**config.mk**
```make
export PLATFORM = sky130hd
export DESIGN_NAME = cellrx_top
export DESIGN_NICKNAME = d
export VERILOG_FILES = /design/src/rtl/cellrx_pkg.sv /design/src/rtl/cellrx_frame.sv /design/src/rtl/cellrx_hdr.sv /design/src/rtl/cellrx_crc.sv /design/src/rtl/cellrx_top.sv
export SDC_FILE = /design/constraint.sdc
export NUM_CORES = 1
export LEC_CHECK = 0
export CAP_MARGIN = 10
export CORE_MARGIN = 1
export CORE_UTILIZATION = 50
export CTS_CLUSTER_DIAMETER = 200
export DETAILED_ROUTE_END_ITERATION = 12
export DONT_BUFFER_PORTS = 1
export PLACE_DENSITY = 0.61
export SKIP_LAST_GASP = 1
export SLEW_MARGIN = 20
export SYNTH_ARGS = -nofsm -noshare
export SYNTH_HDL_FRONTEND = slang
export SYNTH_SLANG_ARGS = --single-unit
```
**constraint.sdc**
```tcl
create_clock -name clk -period 4.2 [get_ports clk]
set_clock_uncertainty 0.1 [all_clocks]
set_input_delay 0.84 -clock clk [delete_from_list [all_inputs] [get_ports clk]]
set_output_delay 0.84 -clock clk [all_outputs]
set_load 0.05 [all_outputs]
```
**src/rtl/cellrx_pkg.sv**
```systemverilog
package cellrx_pkg;

   // Decoded header byte, most significant field first
   typedef struct packed {
      logic       is_data;
      logic [1:0] prio;
      logic       yellow;
      logic       par;
      logic [2:0] rsvd;
   } cell_hdr_t;

   localparam int HDR_W = 8;
   localparam int CRC_W = 16;
   localparam logic [CRC_W-1:0] CRC_POLY = 16'h1021;
   localparam logic [CRC_W-1:0] CRC_SEED = 16'hFFFF;

endpackage

```
**src/rtl/cellrx_frame.sv**
```systemverilog
module cellrx_frame #(
   parameter int MIN_WORDS = 16,
   parameter int MAX_WORDS = 20,
   parameter int LSEL_W    = 3
) (
   input  logic              clk,
   input  logic              rst_n,
   input  logic [LSEL_W-1:0] len_sel,
   input  logic              rx_valid,
   input  logic              rx_start,
   output logic              w_master,
   output logic              w_cont,
   output logic              w_last,
   output logic              w_take
);
   localparam int CNT_W = $clog2(MAX_WORDS + 1);

   logic [CNT_W-1:0] cnt_q;
   logic [CNT_W-1:0] len_q;
   logic [CNT_W-1:0] sel_words;
   logic             in_cell_q;

   generate
      if (MAX_WORDS == MIN_WORDS) begin : g_fixed
         logic unused_sel;
         assign unused_sel = ^len_sel;
         assign sel_words  = CNT_W'(MAX_WORDS);
      end else begin : g_prog
         localparam int SPAN = MAX_WORDS - MIN_WORDS;
         always_comb begin
            if (int'(len_sel) > SPAN)
               sel_words = CNT_W'(MAX_WORDS);
            else
               sel_words = CNT_W'(MIN_WORDS) + CNT_W'(len_sel);
         end
      end
   endgenerate

   assign w_master = rx_valid & rx_start;
   assign w_cont   = rx_valid & ~rx_start & in_cell_q;
   assign w_last   = w_cont & (cnt_q == (len_q - CNT_W'(1)));
   assign w_take   = w_master | w_cont;

   always_ff @(posedge clk or negedge rst_n) begin
      if (!rst_n) begin
         cnt_q     <= '0;
         len_q     <= CNT_W'(MIN_WORDS);
         in_cell_q <= 1'b0;
      end else if (w_master) begin
         cnt_q     <= CNT_W'(1);
         len_q     <= sel_words;
         in_cell_q <= 1'b1;
      end else if (w_cont) begin
         cnt_q <= cnt_q + CNT_W'(1);
         if (w_last)
            in_cell_q <= 1'b0;
      end
   end

endmodule

```
**src/rtl/cellrx_hdr.sv**
```systemverilog
module cellrx_hdr
   import cellrx_pkg::*;
(
   input  logic [HDR_W-1:0] hdr_byte,
   output cell_hdr_t        hdr,
   output logic             par_err,
   output logic             rsvd_err
);
   assign hdr      = cell_hdr_t'(hdr_byte);
   assign par_err  = hdr.par != (hdr.is_data ^ hdr.prio[1] ^ hdr.prio[0] ^ hdr.yellow);
   assign rsvd_err = |hdr.rsvd;
endmodule

```
**src/rtl/cellrx_crc.sv**
```systemverilog
module cellrx_crc
   import cellrx_pkg::*;
#(
   parameter int WORD_W = 32
) (
   input  logic              clk,
   input  logic              rst_n,
   input  logic              w_master,
   input  logic              w_take,
   input  logic              w_last,
   input  logic [WORD_W-1:0] data,
   output logic              crc_err
);
   logic [CRC_W-1:0] crc_q;
   logic [CRC_W-1:0] crc_nxt;

   always_comb begin
      crc_nxt = w_master ? CRC_SEED : crc_q;
      for (int i = WORD_W - 1; i >= 0; i--) begin
         if (crc_nxt[CRC_W-1] ^ data[i])
            crc_nxt = {crc_nxt[CRC_W-2:0], 1'b0} ^ CRC_POLY;
         else
            crc_nxt = {crc_nxt[CRC_W-2:0], 1'b0};
      end
   end

   always_ff @(posedge clk or negedge rst_n) begin
      if (!rst_n)
         crc_q <= CRC_SEED;
      else if (w_take & ~w_last)
         crc_q <= crc_nxt;
   end

   assign crc_err = w_last & (crc_q != data[CRC_W-1:0]);
endmodule

```
**src/rtl/cellrx_top.sv**
```systemverilog
module cellrx_top
   import cellrx_pkg::*;
#(
   parameter int WORD_W    = 32,
   parameter int MIN_WORDS = 16,
   parameter int MAX_WORDS = 20,
   parameter int LSEL_W    = 3
) (
   input  logic              clk,
   input  logic              rst_n,
   input  logic [LSEL_W-1:0] len_sel,
   input  logic              chk_en,
   input  logic              irq_clr,
   input  logic              rx_valid,
   input  logic              rx_start,
   input  logic [WORD_W-1:0] rx_data,
   input  logic              out_ready,
   output logic              out_valid,
   output logic [WORD_W-1:0] out_data,
   output logic              out_sop,
   output logic              out_eop,
   output logic [1:0]        out_prio,
   output logic              irq,
   output logic              ovf
);
   generate
      if (WORD_W < CRC_W || WORD_W < HDR_W) begin : g_bad_width
         $error("cellrx_top: WORD_W too narrow for header and CRC");
      end
      if (MIN_WORDS < 2 || MAX_WORDS < MIN_WORDS) begin : g_bad_len
         $error("cellrx_top: cell length range invalid");
      end
      if ((1 << LSEL_W) <= (MAX_WORDS - MIN_WORDS)) begin : g_bad_sel
         $error("cellrx_top: LSEL_W cannot reach MAX_WORDS");
      end
   endgenerate

   logic      w_master, w_cont, w_last, w_take;
   cell_hdr_t hdr;
   logic      par_err, rsvd_err, crc_err;

   cellrx_frame #(
      .MIN_WORDS(MIN_WORDS), .MAX_WORDS(MAX_WORDS), .LSEL_W(LSEL_W)
   ) u_frame (
      .clk(clk), .rst_n(rst_n), .len_sel(len_sel),
      .rx_valid(rx_valid), .rx_start(rx_start),
      .w_master(w_master), .w_cont(w_cont), .w_last(w_last), .w_take(w_take)
   );

   cellrx_hdr u_hdr (
      .hdr_byte(rx_data[WORD_W-1 -: HDR_W]),
      .hdr(hdr), .par_err(par_err), .rsvd_err(rsvd_err)
   );

   cellrx_crc #(.WORD_W(WORD_W)) u_crc (
      .clk(clk), .rst_n(rst_n), .w_master(w_master), .w_take(w_take),
      .w_last(w_last), .data(rx_data), .crc_err(crc_err)
   );

   logic       is_data_q;
   logic [1:0] prio_q;
   logic       cur_data;
   logic [1:0] cur_prio;
   logic       stalled;
   logic       fwd;
   logic       evt;

   assign cur_data = w_master ? hdr.is_data : is_data_q;
   assign cur_prio = w_master ? hdr.prio : prio_q;
   assign stalled  = out_valid & ~out_ready;
   assign fwd      = w_take & cur_data & ~stalled;
   assign evt      = (w_master & (par_err | rsvd_err | hdr.yellow)) | crc_err;

   always_ff @(posedge clk or negedge rst_n) begin
      if (!rst_n) begin
         is_data_q <= 1'b0;
         prio_q    <= '0;
      end else if (w_master) begin
         is_data_q <= hdr.is_data;
         prio_q    <= hdr.prio;
      end
   end

   always_ff @(posedge clk or negedge rst_n) begin
      if (!rst_n) begin
         out_valid <= 1'b0;
         out_data  <= '0;
         out_sop   <= 1'b0;
         out_eop   <= 1'b0;
         out_prio  <= '0;
      end else if (fwd) begin
         out_valid <= 1'b1;
         out_data  <= rx_data;
         out_sop   <= w_master;
         out_eop   <= w_last;
         out_prio  <= cur_prio;
      end else if (out_ready) begin
         out_valid <= 1'b0;
         out_sop   <= 1'b0;
         out_eop   <= 1'b0;
      end
   end

   always_ff @(posedge clk or negedge rst_n) begin
      if (!rst_n)
         irq <= 1'b0;
      else if (chk_en & evt)
         irq <= 1'b1;
      else if (irq_clr)
         irq <= 1'b0;
   end

   always_ff @(posedge clk or negedge rst_n) begin
      if (!rst_n)
         ovf <= 1'b0;
      else if (rx_valid & stalled)
         ovf <= 1'b1;
      else if (irq_clr)
         ovf <= 1'b0;
   end

endmodule

```
==> metrics <==
status completed; Worst R2R Start u_crc.crc_q[7]; core area 7810 um2; max-cap violation count 0; YS warnings 0; Yosys cell types 35; Worst Path Max Fanout 15; share of layout cells above drive strength 1 21.9%; Worst-Margin Slew 0.931 ns; Detailed Routing Iterations Pass 1 4; DR vias around 2,500; post-route minimum period 3.29 ns; Register Area 1700 um2; CTS clock-pin slew for the worst setup and hold paths roughly 0.090 ns; H-tree depth 3; Synth area leader dfrtp_1; Die Y 92.5 um; hold crit path type input pin to async pin; Layout fillers approximately 720; Synth top area share 31.2%; Die W 92.5 um; ANT nets after route 0; Reg2Reg Setup Slack 1.01 ns; Clk Latency, worst-skew pair 0.37 ns; Syn Area/Cell 11.4 um2; TritonCTS clock tree done; syn nets 403; CTS Hold Buffers Added 0; Initial Utilization 52.4%; Clock Path Buffers 2; number of global-route vias before repair 2,646; Initial DRC Count approximately 110; global-route wire length before repair 13.8 mm; number of flops mapped to enable cells by yosys 0; Setup violations, final 0; I/O Buffers 0; R2R cell count 8; RePlAce Congestion 0.840; Layout area overhead 6.63%; Multi-input gate area 2290 um2; number of synthesized register bits 67; setup TNS 0 ns; Rel. slew slack between 30% and 40%; most common cell in the netlist xnor2_1; die area 8550 um2; most common library cells after synthesis xnor2_1, dfrtp_1, nand2_1, mux2_2; ANT cells 0; initial antenna violation count 0; max frequency around 300 MHz; largest net degree at the start of global routing 68; Inserted Clock Buffers 9; drc violations 0; commonest register cell after synthesis dfrtp_1; Seq/Total Area, Yosys between 40% and 50%; Std-Cell Rows 32; drt total wl ~8.6 mm; Post-Syn Area just over 4000 um2; dpl hpwl 6.65 mm; top cells by area, synth dfrtp_1, xnor2_1, dfstp_2, mux2_2, xnor3_1; Worst Path Required approximately 4.4 ns; CP Data Arrival Time 3.47 ns; FFs w/ async S/R, synth 100%; CTS root buf clkbuf_8; Worst R2R End u_crc.crc_q[9]; Resized cells post-CTS 0; Global Route Usage Sum 22.1%; clock sink count 67; setup bufs post-CTS 0; final hold viol count 0; final-report max-slew violation count 0; crit share post-route 78.2%; crit path capture type register; I/O pin cnt 81; nets 396; Overflow after GRT 0; Via density approximately 5.5; RSZ-0062 raised after global routing false; Synth Instances 358; DR WL/cell roughly 19 um; CP Class input pin to register; Startpoint Class input pin
placed cells by master, fill, tap and decap left out:
cell and n:
xor3_1 2, xnor2_1 79, a22o_1 1, clkbuf_8 9, nor4_1 3, xnor3_1 11
xnor3_2 2, nor3_1 1, buf_4 1, nand2b_1 2, clkinv_2 1, clkinv_4 1
mux2i_1 1, a21oi_2 2, xnor2_4 1, xor2_1 22, o22ai_1 1, nand3_2 1
clkinvlp_4 1, a21oi_1 6, xnor2_2 1, nor2_1 7, inv_6 2, mux2_2 35
nand3_1 4, nand3b_1 4, nand4_1 6, ha_1 3, and2_1 1, o21ai_0 22
inv_1 6, dfrtp_1 51, xor3_2 2, nor2_4 1, a31oi_1 1, bufinv_16 2
o21ai_1 3, nand2_1 41, dfstp_2 16
metal layers:
metal	up-vias	global-route usage (%)	wire length, um
met5	-	0	0
met3	17	6.65	723
met1	1214	29.0	3830
met4	0	8.98	172
met2	97	34.1	3900
li1	1171	-	-
cell families (layout without fill, tap and decap cells):
kind of cell    Yosys count  count (layout)  synth area share [%]
simple gates             71              71                  7.98
compound gates           36              36                  4.74
mux                      36              36                  9.87
xor+xnor                120             120                  32.3
buf+inv                  25              23                  2.78
flops                    67              67                  41.4
fa+ha+maj                 3               3                 0.917
worst max-delay path by stage:
stage | startpoint | endpoint | cells after the start
2_1_floorplan | rx_data[31] | u_crc.crc_q[9] | 8
3_3_place_gp | rx_valid | u_crc.crc_q[9] | 8
3_5_place_dp | rx_valid | u_crc.crc_q[9] | 8
4_1_cts | rx_valid | u_crc.crc_q[9] | 8
5_1_grt | rx_valid | u_crc.crc_q[9] | 8
6_report | rx_valid | u_crc.crc_q[9] | 8
worst max-delay path, cell delays in order:
cell,delay [ns]
and2_1,0.53
nor2_1,0.15
xnor2_1,0.27
xnor3_1,0.50
xnor3_2,0.31
xor3_2,0.47
xnor2_1,0.13
mux2_2,0.27
final cells by class:
cell class	instances	area share [%]
tap	102	2.92
timing repair buffer	1	0.172
sequential	67	38.9
inverter	6	0.516
clock inverter	7	2.26
multi-input combinational	266	52.4
clock buffer	9	2.84
state kept, by name (all words and copies together), names as in the netlist, 2 cells and up:
| name | cells |
|---|---|
| out_data | 32 |
| u_crc.crc_q | 16 |
| u_frame.len_q | 3 |
| out_prio | 2 |
| prio_q | 2 |
| u_frame.cnt_q | 5 |
per-stage QoR:
| step | hold WS, ns | util (%) | area (um2) | std cells | setup WS [ns] |
|---|---|---|---|---|---|
| 2_1_floorplan | 0.337 | - | 4090 | 358 | 0.811 |
| 3_3_place_gp | 0.353 | 53.1 | 4140 | 442 | 0.674 |
| 3_5_place_dp | 0.364 | 53.1 | 4140 | 442 | 0.539 |
| 4_1_cts | 0.0469 | 55.9 | 4370 | 458 | 0.909 |
| 5_1_grt | 0.0383 | 55.9 | 4370 | 458 | 0.759 |
| 6_report | 0.0561 | 55.9 | 4370 | 458 | 0.915 |
Power is not shown: default switching activity piles up to over one toggle a cycle in this logic, so the estimate is an artifact.
